`src/rtl/xfc_pkg.sv`:
```
package xfc_pkg;
  localparam int NFLT = 8;
  localparam int NCAP = 4;
  localparam int DW   = 32;
  localparam int OW   = 8;

  localparam logic [2:0] CTL_OFF   = 3'h0;
  localparam logic [2:0] CTL_RUN   = 3'h5;
  localparam logic [2:0] CTL_STALL = 3'h7;

  localparam logic [OW-1:0] OFS_CTL   = 8'h00;
  localparam logic [OW-1:0] OFS_STAT  = 8'h18;
  localparam logic [OW-1:0] OFS_CLR   = 8'h1C;
  localparam logic [OW-1:0] OFS_PGF   = 8'h24;
  localparam logic [OW-1:0] OFS_WRF   = 8'h28;
  localparam logic [OW-1:0] OFS_RDF   = 8'h2C;
  localparam logic [OW-1:0] OFS_DFS   = 8'h30;

  // capture slot numbering: 0 page, 1 read channel, 2 write channel, 3 default slave
  function automatic int unsigned cap_slot(input int unsigned ftype);
    case (ftype)
      0:       return 0;
      1, 4, 5: return 1;
      2, 6, 7: return 2;
      default: return 3;
    endcase
  endfunction

  function automatic bit ctl_code_ok(input logic [DW-1:0] v);
    return (v == DW'(CTL_OFF)) || (v == DW'(CTL_RUN)) || (v == DW'(CTL_STALL));
  endfunction
endpackage

```
`src/rtl/xfc_status.sv`:
```
module xfc_status #(
  parameter int NF = 8
) (
  input  logic          clk,
  input  logic          rst_n,
  input  logic [NF-1:0] set_vec,
  input  logic [NF-1:0] clr_vec,
  output logic [NF-1:0] stat_q,
  output logic [NF-1:0] stat_d,
  output logic [NF-1:0] rise_vec
);
  // a new event beats a clear of the same bit in one cycle
  assign stat_d   = (stat_q & ~clr_vec) | set_vec;
  assign rise_vec = set_vec & ~stat_q;

  always_ff @(posedge clk or negedge rst_n) begin
    if (!rst_n) stat_q <= '0;
    else        stat_q <= stat_d;
  end
endmodule

```
`src/rtl/xfc_capture.sv`:
```
module xfc_capture #(
  parameter int NF = 8,
  parameter int NC = 4,
  parameter int AW = 32
) (
  input  logic           clk,
  input  logic           rst_n,
  input  logic [NF-1:0]  rise_vec,
  input  logic [AW-1:0]  addr,
  output logic [NC-1:0]  cap_load,
  output logic [NC*AW-1:0] cap_flat
);
  import xfc_pkg::*;

  for (genvar k = 0; k < NC; k++) begin : g_slot
    logic [AW-1:0] slot_q;

    always_comb begin
      cap_load[k] = 1'b0;
      for (int t = 0; t < NF; t++)
        if (rise_vec[t] && cap_slot(t) == k) cap_load[k] = 1'b1;
    end

    always_ff @(posedge clk or negedge rst_n) begin
      if (!rst_n)           slot_q <= '0;
      else if (cap_load[k]) slot_q <= addr;
    end

    assign cap_flat[k*AW +: AW] = slot_q;
  end
endmodule

```
`src/rtl/xfc_prio.sv`:
```
module xfc_prio #(
  parameter int NF = 8,
  localparam int TW = $clog2(NF)
) (
  input  logic [NF-1:0] vec,
  output logic [TW-1:0] idx
);
  // scan from the top so the lowest set bit is written last
  always_comb begin
    idx = '0;
    for (int i = NF - 1; i >= 0; i--)
      if (vec[i]) idx = TW'(i);
  end
endmodule

```
`src/rtl/xfc_top.sv`:
```
module xfc_top #(
  parameter int NF = xfc_pkg::NFLT,
  parameter int NC = xfc_pkg::NCAP,
  parameter int AW = 32,
  localparam int TW = $clog2(NF),
  localparam int DW = xfc_pkg::DW,
  localparam int OW = xfc_pkg::OW
) (
  input  logic          clk,
  input  logic          rst_n,
  input  logic          flt_valid,
  input  logic [TW-1:0] flt_type,
  input  logic [AW-1:0] flt_addr,
  input  logic          reg_wr,
  input  logic [OW-1:0] reg_addr,
  input  logic [DW-1:0] reg_wdata,
  output logic [DW-1:0] reg_rdata,
  output logic          irq,
  output logic          xlat_stall,
  output logic          xlat_en,
  output logic [TW-1:0] head_type
);
  import xfc_pkg::*;

  logic [NF-1:0]    set_vec, clr_vec, stat_q, stat_d, rise_vec;
  logic [NC-1:0]    cap_load;
  logic [NC*AW-1:0] cap_flat;
  logic [2:0]       ctl_q, ctl_d;
  logic             wr_ctl, wr_clr;

  assign wr_ctl  = reg_wr && (reg_addr == OFS_CTL);
  assign wr_clr  = reg_wr && (reg_addr == OFS_CLR);
  assign set_vec = flt_valid ? (NF'(1) << flt_type) : '0;
  assign clr_vec = wr_clr ? reg_wdata[NF-1:0] : '0;

  xfc_status #(.NF(NF)) u_stat (
    .clk(clk), .rst_n(rst_n), .set_vec(set_vec), .clr_vec(clr_vec),
    .stat_q(stat_q), .stat_d(stat_d), .rise_vec(rise_vec)
  );

  xfc_capture #(.NF(NF), .NC(NC), .AW(AW)) u_cap (
    .clk(clk), .rst_n(rst_n), .rise_vec(rise_vec), .addr(flt_addr),
    .cap_load(cap_load), .cap_flat(cap_flat)
  );

  xfc_prio #(.NF(NF)) u_prio (.vec(stat_q), .idx(head_type));

  always_comb begin
    ctl_d = ctl_q;
    if (wr_ctl && ctl_code_ok(reg_wdata)) begin
      if (reg_wdata[2:0] == CTL_RUN && stat_d != '0) ctl_d = CTL_STALL;
      else                                            ctl_d = reg_wdata[2:0];
    end else if (ctl_q == CTL_RUN && set_vec != '0) begin
      ctl_d = CTL_STALL;
    end
  end

  always_ff @(posedge clk or negedge rst_n) begin
    if (!rst_n) ctl_q <= CTL_OFF;
    else        ctl_q <= ctl_d;
  end

  assign irq        = |stat_q;
  assign xlat_stall = (ctl_q == CTL_STALL);
  assign xlat_en    = (ctl_q != CTL_OFF);

  always_comb begin
    case (reg_addr)
      OFS_CTL:  reg_rdata = DW'(ctl_q);
      OFS_STAT: reg_rdata = DW'(stat_q);
      OFS_PGF:  reg_rdata = DW'(cap_flat[0*AW +: AW]);
      OFS_RDF:  reg_rdata = DW'(cap_flat[1*AW +: AW]);
      OFS_WRF:  reg_rdata = DW'(cap_flat[2*AW +: AW]);
      OFS_DFS:  reg_rdata = DW'(cap_flat[3*AW +: AW]);
      default:  reg_rdata = '0;
    endcase
  end
endmodule

```
`config.mk`:
```
export PLATFORM = sky130hd
export DESIGN_NAME = xfc_top
export DESIGN_NICKNAME = d
export VERILOG_FILES = /design/src/rtl/xfc_pkg.sv /design/src/rtl/xfc_status.sv /design/src/rtl/xfc_capture.sv /design/src/rtl/xfc_prio.sv /design/src/rtl/xfc_top.sv
export SDC_FILE = /design/constraint.sdc
export NUM_CORES = 1
export LEC_CHECK = 0
export CAP_MARGIN = 25
export CORE_MARGIN = 2
export CORE_UTILIZATION = 45
export DETAILED_ROUTE_END_ITERATION = 8
export DONT_BUFFER_PORTS = 1
export GPL_ROUTABILITY_DRIVEN = 0
export GPL_TIMING_DRIVEN = 0
export PLACE_DENSITY = 0.56
export SETUP_SLACK_MARGIN = 0.15
export SKIP_LAST_GASP = 1
export SYNTH_ARGS = -nofsm -noshare
export SYNTH_HDL_FRONTEND = slang
export SYNTH_SLANG_ARGS = --single-unit
```
`constraint.sdc`:
```
create_clock -name clk -period 3.6 [get_ports clk]
set_input_delay 0.9 -clock clk [delete_from_list [all_inputs] [get_ports clk]]
set_output_delay 0.9 -clock clk [all_outputs]
set_load 0.01 [all_outputs]
```
# --- Yosys cells after proc, flatten, opt, wreduce, memory -nomap -nowiden ---
# Cells that the tools add are included.
classes:
  bitwise: 5
  n_eq_ne: 11
  mux: 22
  order_cmp: 0
  shifts: 1
  div: 0
  reduce_logical: 14
  n_addsub: 0
  multipliers: 0
op_table:
  columns: ["op", "n"]
  rows:
  - ["$pmux 32 s6", 1]
  - ["$eq 32x3->1 const B", 2]
  - ["$mux 3", 11]
  - ["$eq 8x6->1 const B", 4]
  - ["$logic_not 32->1", 1]
  - ["$and 8x8->8", 2]
  - ["$eq 8x5->1 const B", 2]
  - ["$mux 8", 2]
  - ["$not 8->8", 2]
  - ["$reduce_bool 8->1", 2]
  - ["$eq 3x3->1 const B", 3]
  - ["$logic_not 8->1", 1]
  - ["$mux 1", 8]
  - ["$or 8x8->8", 1]
  - ["$reduce_or 8->1", 1]
  - ["$shl 1x3->8 const A", 1]
  - ["$logic_and 1x1->1", 5]
  - ["$reduce_bool 3->1", 1]
  - ["$logic_or 1x1->1", 2]
  - ["$reduce_bool 2->1", 1]
word_totals:
  in_bits: 79
  rom_bits: 0
  latch_bits: 0
  register_bits: 139
  memories: 0
  mem_bits_rw: 0
  elab_cells: 59
  output_inout_bits: 38

# --- Depth between registers and ports, before layout ---
depth:
  depth_word: 10
  ltp_mapped: 8
  ltp_nobuf: 5

# --- Modules after synthesis ---
# From an unflattened synthesis, not the netlist that was laid out.
unflattened:
  cells_unflattened: 511
  area_unflattened_um2: 6576.3
modules_own_cells:
  columns: ["module", "n_inst", "area_per_inst_um2", "seq_area_each_um2", "cells_each"]
  rows:
  - ["xfc_capture", 1, 4804.6, 3203.1, 276]
  - ["xfc_top", 1, 1347.5, 75.1, 191]
  - ["xfc_status", 1, 340.3, 200.2, 32]
  - ["xfc_prio", 1, 83.8, 0.0, 12]

# --- Worst setup path before layout ---
# No wires, ideal clock.
synth_timing:
  kind: "input-to-output"
  from: "input port reg_addr[7]"
  to: "output port reg_rdata[3]"
  slack_ns: 0.168
  t_required_ns: 2.700
  arrival_ns: 2.532
  cell_stages: 7
  n_path_buf: 2
  path_cell_list: "or4_4 or3b_4 nor3_4 buf_6 buf_6 a222oi_1 nand2_1"
synth_between:
  elab_chain_len: 2
  word_cells_on_any_way: 7
  classes_between: "5 x eq/ne; 1 x mux; 1 x reduce/logical"
synth_lines:
  columns: ["item", "line_no", "text"]
  rows:
  - ["start: declaration", "xfc_top.sv:15", "input logic [OW-1:0] reg_addr,"]
  - ["$eq 8x6->1 (tied with other cells)", "xfc_top.sv:68", "case (reg_addr)"]
  - ["$pmux 32 s6 *", "xfc_top.sv:68", null]
  - ["end: declaration", "xfc_top.sv:17", "output logic [DW-1:0] reg_rdata,"]
# Every way passes the cells marked *; elsewhere a longest branch is shown, timed or not.

# --- Worst setup path after layout ---
layout_timing:
  from: "input port reg_addr[0]"
  to: "output port reg_rdata[31]"
# Same word-level chain as after synthesis.

==> flow_summary_export.csv <==
group,metric,value,unit
critical_path,crit_path_max_fanout,4,
clocking,cts_tree,"yes",
synthesis,synth_fp_nets,575,
critical_path,cp.required,2.70,ns
power,power_density,607,nW/um^2
routing,vias_per_cell,6.01,
placed_design,dpl.hpwl,10300,um
synthesis,yosysUniqueCellTypes,49,
placed_design,preCtsSetupSlack,-0.245,ns
clocking,insertion_delay,0.42,ns
clocking,numCtsBuffers,17,
routing,first_pass_iters,6,
routing,via_count,4328,
grt,grt.total_usage,0.218,
power,pwr-share-clk,0.387,
grt,grt.overflow.total,0,
hold_path,min_path_type,"in2async",
routing,drtIter0Drc,324,
sta,fin_worst_skew,0.00670,ns
grt,antenna_found_initial,0,
critical_path,setup.worst_path.class,"in2out",
power,ir_drop,0.349,mV
floorplan,die_y,123,um
sta,fmax,285,MHz
sta,fin_crit,3.50,ns
synthesis,synth_area,6330,sq um
synthesis,muxShareOfSynthArea,0.238,
clocking,htree_levels,4,
power,leakagePower,3.30,nW
floorplan,die_w,123,um
floorplan,start_util,0.458,
power,power.internal,3.42,mW
synthesis,synth_top_family_by_area,"multiplexers",
sta,grt_setup_unrepaired,"true",
finish,fillers,1179,
sta,max_slew_margin,0.518,
synthesis,synth.avg_cell_area,12.8,sq um
sta,tightestPinTransition,0.723,ns
clocking,clk_path_buf_depth,2,
routing,ant_nets,0,
job,drv_cap,0,
outcome,outcome,"completed",
floorplan,core-area,13800,sq um
routing,wl_per_cell,21.5,um
grt,first_global_vias,4452,
power,swShare,0.229,
critical_path,setup.worst_path.end_class,"output pin",
finish,layout_commonest_cell,"dfrtp_1",
sta,slew_viol_final,0,
synthesis,ys_seq_elements,139,
synthesis,yosys.area_share.simple,0.0919,
synthesis,synth_cells,496,
synthesis,synth_compound_gate_area_share,0.0905,
sta,setup_viol,0,
sta,hold_violations,0,
sta,finalWorstSetupSlack,0.0970,ns
grt,grt_first_pass_wirelength,24400,um
floorplan,rows,43,
critical_path,crit_path_start_kind,"primary input",
floorplan,pin_count,117,
power,combPwrFrac,0.103,
floorplan,die-area,15000,sq um
clocking,root_buffer,"clkbuf_16",
clocking,cts.clk_slew.worst_paths,0.06,ns
synthesis,yosysWarnings,0,
grt,grt_start_max_net_pins,140,
synthesis,yosys.area_share.adder,0,
placed_design,port_buffers,0,
finish,area_growth,15.5,%
finish,layout_common_cells,"139 x dfrtp_1, 80 x mux2_1, 72 x nand2_1",
finish,fin_area,7310,sq um
synthesis,seq_area_frac_synth,0.550,
finish,nets,606,
finish,layout-drive-gt1-share,0.224,
sta,fin_crit_sh,0.973,
clocking,cts.hold.buffers_added,0,
placed_design,post_dp_cell_area,6550,sq um
clocking,cts_sinks,139,
critical_path,crit_arrival,2.60,ns
routing,post-route-drc-count,0,
synthesis,yosys.area_share.xor_xnor,0,
power,p_seq_frac,0.511,
finish,antenna_cells,0,
power,switching_power,1.02,mW
routing,wl,15500,um
[worst max-delay path, cell delays in order]
cell and delay, ns:
or4_4 0.52, or3b_4 0.47, nor3_4 0.16, buf_6 0.16
buf_4 0.12, a222oi_1 0.10, nand2_1 0.17
[final timing paths]
kind | start | end | slack, ns | depth (start not counted)
min in group clk | u_cap.g_slot[0].slot_q[9] | u_cap.g_slot[0].slot_q[9] | 0.48 | 1
worst min-delay path | rst_n | u_stat.stat_q[4] | 0.17 | 0
max in group asynchronous | rst_n | u_cap.g_slot[2].slot_q[19] | 3.23 | 0
worst min register to register | u_cap.g_slot[0].slot_q[9] | u_cap.g_slot[0].slot_q[9] | 0.48 | 1
worst max-delay path | reg_addr[0] | reg_rdata[31] | 0.1 | 7
worst max register to register | u_stat.stat_q[2] | u_cap.g_slot[2].slot_q[9] | 1.35 | 5
[power by group through the flow]
stage | combinational (mW) | clock, mW | sequential, mW
2_1_floorplan | 0.400 | 0 | 2.21
3_3_place_gp | 0.430 | 0 | 2.26
3_5_place_dp | 0.461 | 0 | 2.29
4_1_cts | 0.465 | 1.75 | 2.27
5_1_grt | 0.509 | 1.82 | 2.33
6_report | 0.455 | 1.72 | 2.27
[registers in the layout, summed over array words and instances, names as in the netlist]
name                 flops
ctl_q                    3
u_cap.g_slot.slot_q    128
u_stat.stat_q            8
[layer usage]
metal | GRT usage | wire length, um | vias up
li1 | - | - | 1925
met1 | 0.282 | 6720 | 2262
met2 | 0.347 | 7550 | 121
met3 | 0.0706 | 997 | 20
met4 | 0.0747 | 218 | 0
met5 | 0 | 0 | -
[metrics by stage]
stage          TNS, ns  hold slack [ns]  power (mW)  instances   util
5_1_grt              0            0.147        4.65        720  0.529
2_1_floorplan        0            0.457        2.61        496      -
3_3_place_gp     -4.80            0.466        2.69        676  0.474
4_1_cts              0            0.151        4.48        718  0.525
3_5_place_dp     -4.36            0.475        2.75        676  0.474
6_report             0            0.168        4.44        720  0.529
[synth_stat cells (all sizes together)]
master	n	area share
mux2i	4	0.0063
o32ai	2	0.0028
dfrtp	139	0.55
a222oi	29	0.046
o22ai	2	0.0020
a2111oi	1	0.0014
and3	2	0.0020
or3b	1	0.0018
nor4	8	0.0089
mux2	130	0.23
and4	2	0.0028
a21bo	2	0.0032
nor3	9	0.012
a41oi	1	0.0014
a221o	4	0.0063
buf	18	0.018
nand3	2	0.0016
a311oi	1	0.0014
nand3b	1	0.0012
o211ai	1	0.0012
a32o	2	0.0032
o211a	1	0.0016
clkbuf	9	0.0053
o21ai	4	0.0032
o2bb2ai	1	0.0014
o311ai	1	0.0014
nand2	72	0.043
a21o	1	0.0012
nor2	11	0.0065
a21oi	5	0.0040
or3	2	0.0020
a22oi	5	0.0059
a31oi	1	0.00099
or4	3	0.0042
and2	2	0.0020
a211oi	1	0.0012
nor2b	3	0.0030
nor4b	1	0.0014
inv	11	0.0065
o31ai	1	0.0012
[cells by family (layout without fill, tap and decap cells)]
family | count (synthesis) | count (layout)
compound gates | 66 | 66
buf+inv | 38 | 82
mux | 134 | 134
simple gates | 119 | 119
flops | 139 | 139
[layout make-up]
type / count / area, sq um / area share
buffer: 27 / 191 / 0.0262
clock buffer: 25 / 495 / 0.0678
clock inverter: 7 / 87.6 / 0.0120
inverter: 11 / 41.3 / 0.00565
multi-input combinational: 319 / 2680 / 0.367
sequential: 139 / 3480 / 0.476
tap: 180 / 225 / 0.0308
timing repair buffer: 12 / 111 / 0.0152
[repair_timing]
action | 4_1_cts | 5_1_grt
gates cloned | 0 | 1
pin swaps | 16 | 17
gates resized for setup | 13 | 9
setup endpoints to repair | 31 | 31
buffers inserted | 10 | 1
Power figures use the tool's default switching activity.
